--- config.mk ---
export PLATFORM = sky130hd
export DESIGN_NAME = pio_audio_port
export DESIGN_NICKNAME = d
export VERILOG_FILES = /design/src/rtl/pio_audio_pkg.sv /design/src/rtl/pio_audio_seq.sv /design/src/rtl/pio_audio_play.sv /design/src/rtl/pio_audio_cap.sv /design/src/rtl/pio_audio_port.sv
export SDC_FILE = /design/constraint.sdc
export NUM_CORES = 1
export LEC_CHECK = 0
export ABC_CLOCK_PERIOD_IN_PS = 2310
export BUFFER_PORTS_ARGS = -buffer_cell sky130_fd_sc_hd__buf_2
export CAP_MARGIN = 5
export CELL_PAD_IN_SITES_DETAIL_PLACEMENT = 1
export CELL_PAD_IN_SITES_GLOBAL_PLACEMENT = 2
export CORE_MARGIN = 5
export CORE_UTILIZATION = 36
export DETAILED_ROUTE_END_ITERATION = 16
export GPL_TIMING_DRIVEN = 0
export PLACE_DENSITY = 0.86
export SLEW_MARGIN = 5
export SYNTH_ARGS = -nofsm -noshare
export SYNTH_HDL_FRONTEND = slang
export SYNTH_SLANG_ARGS = --single-unit
export TNS_END_PERCENT = 10
--- constraint.sdc ---
create_clock -name clk -period 2.31 [get_ports clk]
set_input_delay 0.3465 -clock clk [delete_from_list [all_inputs] [get_ports clk]]
set_output_delay 0.3465 -clock clk [all_outputs]
set_load 0.02 [all_outputs]
--- src/rtl/pio_audio_pkg.sv ---
package pio_audio_pkg;

   // Status byte; member order fixes bit positions (first member = bit 7).
   typedef struct packed {
      logic cap_upper;
      logic cap_left;
      logic cap_ready;
      logic smp_error;
      logic play_upper;
      logic play_left;
      logic play_ready;
      logic int_flag;
   } status_t;

   localparam int STATUS_BITS = $bits(status_t);

endpackage

--- src/rtl/pio_audio_seq.sv ---
// Byte/channel position tracker for one transfer direction.
module pio_audio_seq (
   input  logic clk,
   input  logic rst_n,
   input  logic en,
   input  logic stereo,
   input  logic wide,
   input  logic step,
   output logic rsel,
   output logic upper,
   output logic last
);

   logic hi_q;
   logic rsel_q;

   assign rsel  = rsel_q;
   assign upper = wide ? hi_q : 1'b1;
   assign last  = upper && (!stereo || rsel_q);

   always_ff @(posedge clk or negedge rst_n) begin
      if (!rst_n) begin
         hi_q   <= 1'b0;
         rsel_q <= 1'b0;
      end else if (!en) begin
         hi_q   <= 1'b0;
         rsel_q <= 1'b0;
      end else if (step) begin
         if (last) begin
            hi_q   <= 1'b0;
            rsel_q <= 1'b0;
         end else if (wide && !hi_q) begin
            hi_q <= 1'b1;
         end else begin
            hi_q   <= 1'b0;
            rsel_q <= 1'b1;
         end
      end
   end

   a_r11_seq_idle: assert property (@(posedge clk) disable iff (!rst_n)
      !en |=> (!rsel_q && !hi_q));

   a_r3_seq_wrap: assert property (@(posedge clk) disable iff (!rst_n)
      (en && step && last) |=> (!rsel_q && !hi_q));

endmodule

--- src/rtl/pio_audio_play.sv ---
// Playback holding frame: host bytes in, whole frame out on converter strobe.
module pio_audio_play #(
   parameter int DATA_W = 8
) (
   input  logic                  clk,
   input  logic                  rst_n,
   input  logic                  en,
   input  logic                  stereo,
   input  logic                  wide,
   input  logic                  wr,
   input  logic [DATA_W-1:0]     wdata,
   input  logic                  tick,
   output logic                  ready,
   output logic                  rsel,
   output logic                  upper,
   output logic [2*DATA_W-1:0]   out_l,
   output logic [2*DATA_W-1:0]   out_r,
   output logic                  underrun
);

   localparam int SAMPLE_W = 2 * DATA_W;
   localparam int NCH      = 2;

   logic                full_q;
   logic                accept;
   logic                last;
   logic [SAMPLE_W-1:0] asm_q [NCH];
   logic [SAMPLE_W-1:0] out_l_q, out_r_q;

   assign accept   = en && wr && !full_q;
   assign underrun = en && tick && !full_q;
   assign ready    = !full_q;

   pio_audio_seq u_seq (
      .clk    (clk),
      .rst_n  (rst_n),
      .en     (en),
      .stereo (stereo),
      .wide   (wide),
      .step   (accept),
      .rsel   (rsel),
      .upper  (upper),
      .last   (last)
   );

   for (genvar ch = 0; ch < NCH; ch++) begin : g_chan
      logic hit;
      assign hit = accept && (rsel == (ch == 1));
      always_ff @(posedge clk or negedge rst_n) begin
         if (!rst_n) begin
            asm_q[ch] <= '0;
         end else if (hit) begin
            if (upper) begin
               asm_q[ch][SAMPLE_W-1 -: DATA_W] <= wdata;
               if (!wide) asm_q[ch][DATA_W-1:0] <= '0;
            end else begin
               asm_q[ch][DATA_W-1:0] <= wdata;
            end
         end
      end
   end

   always_ff @(posedge clk or negedge rst_n) begin
      if (!rst_n) begin
         full_q  <= 1'b0;
         out_l_q <= '0;
         out_r_q <= '0;
      end else if (!en) begin
         full_q <= 1'b0;
      end else if (tick && full_q) begin
         out_l_q <= asm_q[0];
         out_r_q <= stereo ? asm_q[1] : asm_q[0];
         full_q  <= 1'b0;
      end else if (accept && last) begin
         full_q <= 1'b1;
      end
   end

   assign out_l = out_l_q;
   assign out_r = out_r_q;

   a_r5_frame_frozen: assert property (@(posedge clk) disable iff (!rst_n)
      full_q |=> ($stable(asm_q[0]) && $stable(asm_q[1])));

   a_r7_outputs_kept: assert property (@(posedge clk) disable iff (!rst_n)
      underrun |=> ($stable(out_l_q) && $stable(out_r_q)));

   a_r11_play_empty: assert property (@(posedge clk) disable iff (!rst_n)
      !en |=> ready);

endmodule

--- src/rtl/pio_audio_cap.sv ---
// Capture holding frame: converter strobe loads, host reads drain byte-wise.
module pio_audio_cap #(
   parameter int DATA_W       = 8,
   parameter bit OVERRUN_KEEP = 1'b1
) (
   input  logic                  clk,
   input  logic                  rst_n,
   input  logic                  en,
   input  logic                  stereo,
   input  logic                  wide,
   input  logic                  rd,
   input  logic                  tick,
   input  logic [2*DATA_W-1:0]   in_l,
   input  logic [2*DATA_W-1:0]   in_r,
   output logic                  ready,
   output logic                  rsel,
   output logic                  upper,
   output logic [DATA_W-1:0]     rbyte,
   output logic                  overrun
);

   localparam int SAMPLE_W = 2 * DATA_W;

   logic                full_q;
   logic                take;
   logic                last;
   logic                done;
   logic                load;
   logic [SAMPLE_W-1:0] hold_l_q, hold_r_q;
   logic [SAMPLE_W-1:0] word;

   assign take    = en && rd && full_q;
   assign done    = take && last;
   assign overrun = en && tick && full_q && !done;
   assign ready   = full_q;

   pio_audio_seq u_seq (
      .clk    (clk),
      .rst_n  (rst_n),
      .en     (en),
      .stereo (stereo),
      .wide   (wide),
      .step   (take),
      .rsel   (rsel),
      .upper  (upper),
      .last   (last)
   );

   if (OVERRUN_KEEP) begin : g_keep_old
      assign load = en && tick && (!full_q || done);

      a_r8_old_kept: assert property (@(posedge clk) disable iff (!rst_n)
         overrun |=> ($stable(hold_l_q) && $stable(hold_r_q)));
   end else begin : g_take_new
      assign load = en && tick;
   end

   always_ff @(posedge clk or negedge rst_n) begin
      if (!rst_n) begin
         full_q   <= 1'b0;
         hold_l_q <= '0;
         hold_r_q <= '0;
      end else if (!en) begin
         full_q <= 1'b0;
      end else if (load) begin
         hold_l_q <= in_l;
         hold_r_q <= in_r;
         full_q   <= 1'b1;
      end else if (done) begin
         full_q <= 1'b0;
      end
   end

   assign word  = rsel ? hold_r_q : hold_l_q;
   assign rbyte = upper ? word[SAMPLE_W-1 -: DATA_W] : word[DATA_W-1:0];

   a_r12_boundary_reload: assert property (@(posedge clk) disable iff (!rst_n)
      (done && tick) |=> ready);

   a_r6_ready_held: assert property (@(posedge clk) disable iff (!rst_n)
      (en && full_q && !rd) |=> ready);

endmodule

--- src/rtl/pio_audio_port.sv ---
// Programmed-I/O audio port: status byte, shared data offset, error/interrupt.
module pio_audio_port #(
   parameter int DATA_W       = 8,
   parameter int ADDR_W       = 2,
   parameter int STATUS_OFS   = 2,
   parameter int DATA_OFS     = 3,
   parameter bit OVERRUN_KEEP = 1'b1
) (
   input  logic                  clk,
   input  logic                  rst_n,
   input  logic [ADDR_W-1:0]     host_addr,
   input  logic                  host_wr,
   input  logic                  host_rd,
   input  logic [DATA_W-1:0]     host_wdata,
   output logic [DATA_W-1:0]     host_rdata,
   input  logic                  irq_en,
   input  logic                  play_en,
   input  logic                  play_stereo,
   input  logic                  play_wide,
   input  logic                  play_tick,
   output logic [2*DATA_W-1:0]   play_l,
   output logic [2*DATA_W-1:0]   play_r,
   input  logic                  cap_en,
   input  logic                  cap_stereo,
   input  logic                  cap_wide,
   input  logic                  cap_tick,
   input  logic [2*DATA_W-1:0]   cap_l,
   input  logic [2*DATA_W-1:0]   cap_r,
   output logic                  irq
);
   import pio_audio_pkg::*;

   localparam int NOFS = 1 << ADDR_W;

   if (DATA_W < STATUS_BITS) begin : g_chk_width
      $error("DATA_W must hold the status byte");
   end
   if (STATUS_OFS == DATA_OFS) begin : g_chk_ofs
      $error("status and data offsets must differ");
   end
   if (STATUS_OFS >= NOFS || DATA_OFS >= NOFS) begin : g_chk_range
      $error("offsets must fit ADDR_W");
   end

   logic sel_stat, sel_data;
   logic stat_wr;
   logic play_rdy, play_rsel, play_upper, underrun;
   logic cap_rdy, cap_rsel, cap_upper, overrun;
   logic [DATA_W-1:0] cap_byte;
   logic int_q, err_q;
   status_t stat;

   assign sel_stat = (host_addr == ADDR_W'(STATUS_OFS));
   assign sel_data = (host_addr == ADDR_W'(DATA_OFS));
   assign stat_wr  = host_wr && sel_stat;

   pio_audio_play #(.DATA_W(DATA_W)) u_play (
      .clk      (clk),
      .rst_n    (rst_n),
      .en       (play_en),
      .stereo   (play_stereo),
      .wide     (play_wide),
      .wr       (host_wr && sel_data),
      .wdata    (host_wdata),
      .tick     (play_tick),
      .ready    (play_rdy),
      .rsel     (play_rsel),
      .upper    (play_upper),
      .out_l    (play_l),
      .out_r    (play_r),
      .underrun (underrun)
   );

   pio_audio_cap #(.DATA_W(DATA_W), .OVERRUN_KEEP(OVERRUN_KEEP)) u_cap (
      .clk     (clk),
      .rst_n   (rst_n),
      .en      (cap_en),
      .stereo  (cap_stereo),
      .wide    (cap_wide),
      .rd      (host_rd && sel_data),
      .tick    (cap_tick),
      .in_l    (cap_l),
      .in_r    (cap_r),
      .ready   (cap_rdy),
      .rsel    (cap_rsel),
      .upper   (cap_upper),
      .rbyte   (cap_byte),
      .overrun (overrun)
   );

   // Sticky error/interrupt; a new event outranks a same-cycle clear.
   always_ff @(posedge clk or negedge rst_n) begin
      if (!rst_n) begin
         int_q <= 1'b0;
         err_q <= 1'b0;
      end else if (underrun || overrun) begin
         int_q <= 1'b1;
         err_q <= 1'b1;
      end else if (stat_wr) begin
         int_q <= 1'b0;
         err_q <= 1'b0;
      end
   end

   always_comb begin
      stat.cap_upper  = cap_upper;
      stat.cap_left   = !cap_rsel;
      stat.cap_ready  = cap_rdy;
      stat.smp_error  = err_q;
      stat.play_upper = play_upper;
      stat.play_left  = !play_rsel;
      stat.play_ready = play_rdy;
      stat.int_flag   = int_q;
   end

   always_comb begin
      if (sel_stat)      host_rdata = DATA_W'(stat);
      else if (sel_data) host_rdata = cap_byte;
      else               host_rdata = '0;
   end

   assign irq = int_q && irq_en;

   a_r7_underrun_flags: assert property (@(posedge clk) disable iff (!rst_n)
      (play_en && play_tick && play_rdy) |=> (err_q && int_q));

   a_r8_overrun_flags: assert property (@(posedge clk) disable iff (!rst_n)
      (cap_en && cap_tick && cap_rdy && !host_rd) |=> (err_q && int_q));

   a_r9_clear: assert property (@(posedge clk) disable iff (!rst_n)
      (stat_wr && !play_tick && !cap_tick) |=> (!int_q && !err_q));

   a_r9_event_wins: assert property (@(posedge clk) disable iff (!rst_n)
      (stat_wr && play_en && play_tick && play_rdy) |=> int_q);

   a_r10_irq_gate: assert property (@(posedge clk) disable iff (!rst_n)
      !irq_en |-> !irq);

endmodule

==> results.yml, run 1 <==
synth:
  syn_nets: 380
  synth_warnings: 0
  synth_edf_count: 0
  synth_compound_area_frac: 0.0746
  ys_types: 34
  syn_area_um2: 4390
  synth_top_family_by_area: "multiplexers"
  ys_seq_area_frac: 0.587
  synthCells: 325
  synth_mux_area_frac: 0.239
  synth-seq-cells: 103
  synthFlopType: "dfrtp_1"
  synth-xor-area-share: 0
  synth_fa_ha_area_frac: 0
  yosys.area_share.simple: 0.0823
  async_flop_share: 1.00
  synth_area_per_cell_um2: 13.5
critical_path:
  crit_arrival_ns: 1.85
  reg2reg_setup_slack_ns: 0.36
  worstRegToRegCells: 4
  worstSetupEndpointType: "primary output"
  cp-start-kind: "flop"
  r2r-start: "u_play.full_q"
  crit_path_max_fanout: 10
  rr_endpoint: "u_play.out_r[13]"
  required_ns: 1.96
  crit_chain: "buf_6 -> mux4_2 -> nand3_1 -> o21ai_0 -> buf_2"
  crit_type: "reg -> out"
  crit_start: "u_cap.u_seq.rsel"
  max_stage_delay_ns: 0.53
  endpoint: "host_rdata[3]"
  critPathSlowestCell: "mux4_2"
route:
  drt-initial-drc-count: 112
  drc: 0
  wl_mm: 11.4
  vias_per_cell: 5.19
  dr.pass1.iters: 4
  post_drt_wl_per_cell_um: 19.6
  ant_nets: 0
  vias: 3031
final_layout:
  fin_cells: 584
  num-fill-cells: 1289
  drive_gt1_frac: 0.442
  syn2layout_area_growth_pct: 23.2
  final_cell_mix: "dfrtp_1 (102), buf_2 (94), mux2_2 (63)"
  finish.instance_area_um2: 5410
  layout.nets: 487
  final_common_cell: "dfrtp_1"
  diodes: 0
timing:
  maxSlewHeadroom: 0.565
  period_needed_ns: 2.20
  worst_pin_slew_ns: 0.653
  clock_skew_ns: 0.00689
  rsz0062_at_grt: "no"
  period_share: 0.952
  hold_viol: 0
  fmax_mhz: 455
  finalSetupViolations: 0
  maxSlewViolCount: 0
  tns_ns: 0
floorplanning:
  core_area_um2: 12000
  die_y_um: 120
  dieArea_um2: 14500
  pin_count: 96
  die_w_um: 120
  initial_core_util: 0.366
  rows: 40
cts:
  cts_tree: "yes"
  post_cts_buffers: 0
  path_clk_slew_ns: 0.07
  clockRootBuffer: "clkbuf_16"
  insertion_delay_ns: 0.35
  clk_path_buf_depth: 2
  cts_buffers: 9
  htree_levels: 3
  cts_sinks: 103
power_and_ir_drop:
  ir_drop_v: 0.000551
  leakagePower_nw: 2.64
  power_density_nw_per_um2: 800
job:
  maxCapViolCount: 0
status:
  status: "completed"
global_routing:
  grt_first_pass_wirelength_mm: 18.2
  grtUsageTotal: 0.163
  antenna_found_initial: 0
  grt_max_degree: 68
  grt_pass1_vias: 3309
  overflow: 0
placement:
  dp_hpwl_mm: 8.34
  place_inst: 567
  port_buffers: 94
  place.gp.congestion: 0.820
  place_area_um2: 5080
worst_hold_path:
  hold_path.class: "in -> reg"
## cells in the mapped netlist (2+ instances only)
| cell | count | area [um^2] |
|---|---|---|
| mux2_2 | 63 | 709 |
| a21boi_0 | 2 | 15.0 |
| nand3b_1 | 3 | 22.5 |
| nand2b_1 | 3 | 18.8 |
| mux2_1 | 3 | 33.8 |
| clkbuf_1 | 10 | 37.5 |
| a22o_1 | 16 | 140 |
| buf_2 | 2 | 10.0 |
| and3_1 | 3 | 18.8 |
| a21oi_1 | 2 | 10.0 |
| o21a_1 | 2 | 15.0 |
| mux2i_1 | 17 | 170 |
| buf_4 | 3 | 22.5 |
| o21ai_0 | 22 | 110 |
| nand3_1 | 11 | 55.1 |
| mux4_2 | 6 | 135 |
| nand2_1 | 31 | 116 |
| dfrtp_1 | 103 | 2580 |
| nor2_1 | 2 | 7.51 |
| nor2b_1 | 7 | 43.8 |
## area by class of cell
type / instances / area [um^2] / area share
plain buffers: 16 / 83.8 / 0.0155
clock buffers: 10 / 239 / 0.0442
clock inverters: 6 / 67.6 / 0.0125
inverters: 1 / 3.75 / 0.000693
multi-input cells: 205 / 1750 / 0.322
flip-flops and latches: 103 / 2580 / 0.476
well taps: 147 / 184 / 0.0340
repair buffers: 96 / 510 / 0.0943
## critical path: cells and delay by family (launching register included)
| family | cells | cell delay (ns) |
|---|---|---|
| simple gates | 1 | 0.10 |
| flops | 1 | 0.44 |
| mux | 1 | 0.53 |
| buf+inv | 2 | 0.36 |
| compound gates | 1 | 0.07 |
## registers in the layout, indices dropped and copies added, names as in the netlist, 16 cells and up
| signal | count |
|---|---|
| u_play.out_r | 16 |
| u_cap.hold_l_q | 16 |
| u_cap.hold_r_q | 16 |
| u_play.asm_q | 32 |
| u_play.out_l | 16 |
## how the worst min path moves through the flow
stage | end | slack, ns | from | cells past startpoint
after floorplan | err_q | 0.05 | rst_n | 0
final | u_cap.hold_r_q[8] | 0.21 | cap_r[8] | 2
after CTS | u_cap.hold_r_q[8] | 0.20 | cap_r[8] | 2
after global placement | u_play.out_r[4] | 0.46 | u_play.out_r[4] | 2
after detailed placement | u_cap.hold_l_q[15] | 0.35 | rst_n | 1
after global routing | u_cap.hold_r_q[8] | 0.21 | cap_r[8] | 2
## report_power, final
group | leakage (nW) | internal (mW) | switching (mW)
logic | 1.15 | 0.312 | 0.302
registers | 1.34 | 2.01 | 0.127
clock network | 0.151 | 0.878 | 0.698
## metal layers
layer | vias up | wire [um] | track usage
li1 | 1381 | - | -
met1 | 1579 | 5010 | 0.210
met2 | 57 | 5810 | 0.271
met3 | 14 | 424 | 0.0398
met4 | 0 | 197 | 0.0552
met5 | - | 0 | 0
## cell families after synthesis
kind of cell    Yosys count
compound gates           49
buf+inv                  17
flops                   103
mux                      89
simple gates             67
## stage by stage
stage | power (mW) | util | hold WS, ns | worst slack, ns
final | 4.33 | 0.451 | 0.212 | 0.110
after global routing | 4.52 | 0.451 | 0.212 | 0.0166
after CTS | 4.38 | 0.450 | 0.199 | 0.00388
after detailed placement | 2.79 | 0.423 | 0.352 | 0.0221
after global placement | 2.75 | 0.420 | 0.457 | -0.184
after floorplan | 2.52 | - | 0.0509 | 0.518
## timing repair
action	4_1_cts	5_1_grt
hold buffers	1	0
gates resized for setup	4	3
setup endpoints to repair	8	5
hold endpoints to repair	36	0
Power figures use the tool's default switching activity.
==> run 2: changes to the inputs <==
ABC_AREA = 1   (was default)
CORE_UTILIZATION = 32   (was 36)
PLACE_DENSITY = 0.88   (was 0.86)
==> run 2 against run 1 <==
Non-clock buffer count rose by 9. Via count rose by 34%. Clock-buffer cell count did not move. Combinational power rose by 37%. Register-to-register slack improved by 0.24 ns. Synthesized cell count rose by 72%. Sequential share of layout area fell by 2.4 points. Highest routed layer unchanged.
==> results.yml, run 2 <==
placement:
  port_buffers: 95
  dp_hpwl_mm: 10.6
  place.gp.congestion: 0.859
  place_inst: 839
critical_path:
  crit_arrival_ns: 1.84
  worstSetupEndpointType: "primary output"
  crit_path_max_fanout: 19
  worstRegToRegCells: 11
  cp-start-kind: "flop"
  required_ns: 1.96
  crit_type: "reg -> out"
route:
  post_drt_wl_per_cell_um: 16.1
  wl_mm: 13.8
  drc: 0
  dr.pass1.iters: 4
  vias_per_cell: 4.76
  drt-initial-drc-count: 161
  vias: 4070
  ant_nets: 0
final_layout:
  final_cell_mix: "nand2_1 (223), dfrtp_1 (103), buf_2 (96)"
  drive_gt1_frac: 0.216
  fin_util: 0.396
  syn2layout_area_growth_pct: 22.8
  diodes: 0
  layout.nets: 721
  top_register: "u_play.asm_q"
  final_common_cell: "nand2_1"
  fin_cells: 855
  largest_reg_flops: 32
cts:
  clockRootBuffer: "clkbuf_16"
  path_clk_slew_ns: 0.07
  cts_tree: "yes"
  cts_sinks: 103
  insertion_delay_ns: 0.36
  clk_path_buf_depth: 2
  cts_buffers: 9
  htree_levels: 3
global_routing:
  grt_first_pass_wirelength_mm: 21.8
  grt_pass1_vias: 4358
  grtUsageTotal: 0.167
  antenna_found_initial: 0
  overflow: 0
  grt_max_degree: 72
floorplanning:
  core_area_um2: 14400
  pin_count: 96
  dieArea_um2: 17000
  die_w_um: 130
  rows: 44
  die_y_um: 130
  initial_core_util: 0.323
timing:
  maxSlewViolCount: 0
  period_share: 0.947
  hold_viol: 0
  worst_pin_slew_ns: 0.657
  finalSetupViolations: 0
  fmax_mhz: 457
  rsz0062_at_grt: "no"
  period_needed_ns: 2.19
  maxSlewHeadroom: 0.559
  clock_skew_ns: 0.00483
  worst_hold_slack_ns: 0.217
power_and_ir_drop:
  power_density_nw_per_um2: 826
  power.internal_mw: 3.27
  power_frac_comb: 0.179
  pwr-share-clk: 0.343
  swShare: 0.305
  power_frac_seq: 0.478
  leakagePower_nw: 3.09
  ir_drop_v: 0.000425
  switchingPower_mw: 1.44
synth:
  synth_edf_count: 0
  synth_area_per_cell_um2: 8.29
  synth_warnings: 0
  synth_top_area_share: 0.556
  yosys-top-cells-count: "nand2_1 (223), dfrtp_1 (103), o21ai_0 (62)"
  async_flop_share: 1.00
  syn_nets: 614
  syn_area_um2: 4640
  ys_types: 24
  ys_seq_area_frac: 0.556
  synthCells: 559
  post-synth-top-area-cell: "dfrtp_1"
  synth-seq-cells: 103
  synthTopCellsByArea: "dfrtp_1 (56%), nand2_1 (18%), o21ai_0 (6.7%)"
  synthFlopType: "dfrtp_1"
  synth_most_common_cell: "nand2_1"
worst_hold_path:
  hold_depth: 3
  hold_path.class: "in -> reg"
status:
  status: "completed"
job:
  maxCapViolCount: 0
[run 2: changes by cell type after synthesis, moves of 8 or more]
| cell | previous run | this run |
|---|---|---|
| a22o_1 | 16 | 0 |
| o21ai_1 | 0 | 10 |
| nor2_1 | 2 | 15 |
| mux2i_1 | 17 | 0 |
| inv_1 | 1 | 38 |
| nand2_1 | 31 | 223 |
| nand3_1 | 11 | 55 |
| mux2_2 | 63 | 0 |
| o21ai_0 | 22 | 62 |
| o21ai_2 | 0 | 8 |
[run 2: layout make-up]
| cell class | instances | area [um^2] |
|---|---|---|
| buffer | 24 | 143 |
| clock buffer | 10 | 239 |
| clock inverter | 6 | 73.8 |
| fill | 1760 | 8680 |
| inverter | 41 | 154 |
| multi-input combinational | 390 | 1760 |
| sequential | 103 | 2580 |
| tap | 184 | 230 |
| timing repair buffer | 97 | 515 |
[run 2: critical path, cell delays in order (launching register included)]
cell and delay, ns:
dfrtp_1 0.36, buf_2 0.18, inv_2 0.26, nand2_1 0.15
nand3_1 0.11, nand3_1 0.06, o21ai_0 0.14, buf_2 0.23
[run 2: cell families (layout without fill, tap and decap cells)]
family	count (synthesis)	after routing	synth area share
flops	103	103	0.556
compound gates	84	84	0.0982
buf+inv	66	178	0.0645
simple gates	306	306	0.281
[run 2: through the flow]
step                      setup WS [ns]  TNS (ns)  area [um^2]  power, mW
final                             0.123         0         5690       4.70
after global routing             0.0338         0         5690       4.96
after CTS                       0.00942         0         5690       4.77
after detailed placement          0.174         0         5370       3.13
after global placement           -0.165    -15.96         5340       3.07
after floorplan                   0.661         0         4640       2.76
[run 2: repair_timing]
action / CTS / global route
buffers inserted: 0 / 0
hold endpoints to repair: 32 / 0
resized for setup: 0 / 2
endpoints found under the setup margin: 6 / 6
hold buffers: 1 / 0
[run 2: final timing paths]
check | from | to | slack, ns
worst min-delay path | cap_r[9] | u_cap.hold_r_q[9] | 0.22
min in group asynchronous | rst_n | u_play.out_l[1] | 0.48
worst min register to register | u_play.asm_q[7] | u_play.asm_q[7] | 0.47
max in group asynchronous | rst_n | u_cap.hold_r_q[2] | 1.11
worst max register to register | u_cap.u_seq.rsel | u_cap.hold_r_q[2] | 0.60
worst max-delay path | u_cap.u_seq.rsel | host_rdata[4] | 0.12
[run 2: power groups by stage]
stage | Sequential (mW) | Combinational, mW | Clock [mW]
after floorplan | 2.30 | 0.462 | 0
after global placement | 2.26 | 0.804 | 0
after detailed placement | 2.28 | 0.853 | 0
after CTS | 2.25 | 0.860 | 1.66
after global routing | 2.27 | 0.957 | 1.72
final | 2.24 | 0.843 | 1.61
[run 2: metal layers]
layer	vias to the layer above	track usage	share of wire	routed length, um
met2	106	0.299	0.50	6880
met5	-	0	0	0
li1	1985	-	-	-
met3	22	0.0233	0.046	629
met4	0	0.0799	0.027	369
met1	1957	0.196	0.43	5890
==> run 3: changes to the inputs <==
ABC_AREA = default   (was 1)
BUFFER_PORTS_ARGS = -buffer_cell sky130_fd_sc_hd__clkbuf_2   (was -buffer_cell sky130_fd_sc_hd__buf_2)
CELL_PAD_IN_SITES_DETAIL_PLACEMENT = default   (was 1)
CELL_PAD_IN_SITES_GLOBAL_PLACEMENT = default   (was 2)
CORE_UTILIZATION = 45   (was 32)
PLACE_DENSITY = 0.76   (was 0.88)
==> run 3 against run 2 <==
Power is 19% lower. Sequential share of layout area up 3.9 points. Global-route usage is 0.49 points higher. Combinational power decreased by 30%. Largest power group unchanged.
==> results.yml, run 3 (same netlist as run 1, synthesis figures left out) <==
status:
  status: "completed"
route:
  vias_per_cell: 5.27
  vias: 3000
  dr.pass1.iters: 5
  wl_mm: 9.47
  post_drt_wl_per_cell_um: 16.6
  drt-initial-drc-count: 177
  ant_nets: 0
  drc: 0
power_and_ir_drop:
  ir_drop_v: 0.000373
  pwr-share-clk: 0.284
  switchingPower_mw: 1.08
  p_total_mw: 3.81
  leakagePower_nw: 2.55
  power_frac_seq: 0.562
  power.internal_mw: 2.73
  swShare: 0.282
  power_frac_comb: 0.154
  power_density_nw_per_um2: 726
final_layout:
  diodes: 0
  syn2layout_area_growth_pct: 19.4
  layout.nets: 486
  final_cell_mix: "dfrtp_1 (102), clkbuf_2 (91), mux2_2 (63)"
  fin_util: 0.544
  largest_reg_flops: 32
  fin_cells: 569
  drive_gt1_frac: 0.440
  final_common_cell: "dfrtp_1"
  finish.instance_area_um2: 5250
  top_register: "u_play.asm_q"
cts:
  clk_path_buf_depth: 2
  cts_sinks: 103
  cts_buffers: 9
  clockRootBuffer: "clkbuf_8"
  insertion_delay_ns: 0.37
  htree_levels: 3
  hold_buffers: 0
  cts_tree: "yes"
  path_clk_slew_ns: 0.11
timing:
  tns_ns: 0
  period_needed_ns: 2.23
  finalSetupViolations: 0
  setup_ws_ns: 0.0810
  maxSlewViolCount: 0
  maxSlewHeadroom: 0.461
  hold_viol: 0
  rsz0062_at_grt: "no"
  worst_hold_slack_ns: 0.0538
  period_share: 0.965
  worst_pin_slew_ns: 0.809
  clock_skew_ns: 0.0178
  fmax_mhz: 449
critical_path:
  crit_type: "reg -> out"
  reg2reg_setup_slack_ns: 0.46
  required_ns: 1.96
  worstSetupEndpointType: "primary output"
  rr_endpoint: "u_play.out_r[15]"
  cp-start-kind: "flop"
  worstRegToRegCells: 4
  crit_path_max_fanout: 10
  r2r-start: "u_play.full_q"
  endpoint: "host_rdata[3]"
  crit_start: "u_cap.u_seq.hi_q"
  crit_arrival_ns: 1.88
floorplanning:
  die_w_um: 109
  initial_core_util: 0.456
  rows: 36
  die_y_um: 109
  core_area_um2: 9640
  dieArea_um2: 11800
  pin_count: 96
global_routing:
  overflow: 0
  antenna_found_initial: 0
  grt_pass1_vias: 3108
  grt_max_degree: 104
  grtUsageTotal: 0.172
  grt_first_pass_wirelength_mm: 15.7
placement:
  port_buffers: 94
  place_area_um2: 5040
  dp_hpwl_mm: 7.00
  place_inst: 552
  pre_cts_ws_ns: 0.129
  place.gp.congestion: 0.888
worst_hold_path:
  hold_path.class: "in -> async"
job:
  maxCapViolCount: 0
-- run 3: cell type report --
class                      instances  area, um^2
buffer                            16        83.8
clock inverter                     7        65.1
sequential                       103        2580
inverter                           1        3.75
multi-input combinational        205        1740
clock buffer                       9         124
timing repair buffer              95         487
tap                              133         166
fill                             874        4390
-- run 3: critical path: stages (launching register included) --
cell,delay [ns]
dfrtp_1,0.41
nand2b_1,0.20
buf_4,0.20
mux4_2,0.31
nand3_1,0.09
o21ai_0,0.13
clkbuf_2,0.19
-- run 3: routing by layer --
metal	GRT usage	part of all wire
met5	0	0
met4	0.0541	0.015
met3	0.0474	0.048
met2	0.274	0.50
met1	0.229	0.44
-- run 3: what timing repair did --
action,CTS,global route
buffers inserted,0,1
resized for setup,5,5
setup endpoints to repair,7,3
hold endpoints to repair,0,0
-- run 3: how the worst min path moves through the flow --
stage	start	to
2_1_floorplan	rst_n	err_q
3_3_place_gp	u_cap.hold_r_q[8]	u_cap.hold_r_q[8]
3_5_place_dp	u_cap.hold_r_q[8]	u_cap.hold_r_q[8]
4_1_cts	rst_n	u_cap.hold_r_q[4]
5_1_grt	rst_n	u_cap.hold_r_q[5]
6_report	rst_n	u_cap.hold_l_q[13]
-- run 3: power groups by stage --
stage          clock, mW  combinational [mW]  sequential, mW
2_1_floorplan          0               0.348            2.17
3_3_place_gp           0               0.577            2.16
3_5_place_dp           0               0.593            2.18
4_1_cts             1.11               0.595            2.14
5_1_grt             1.19               0.648            2.16
6_report            1.08               0.587            2.14
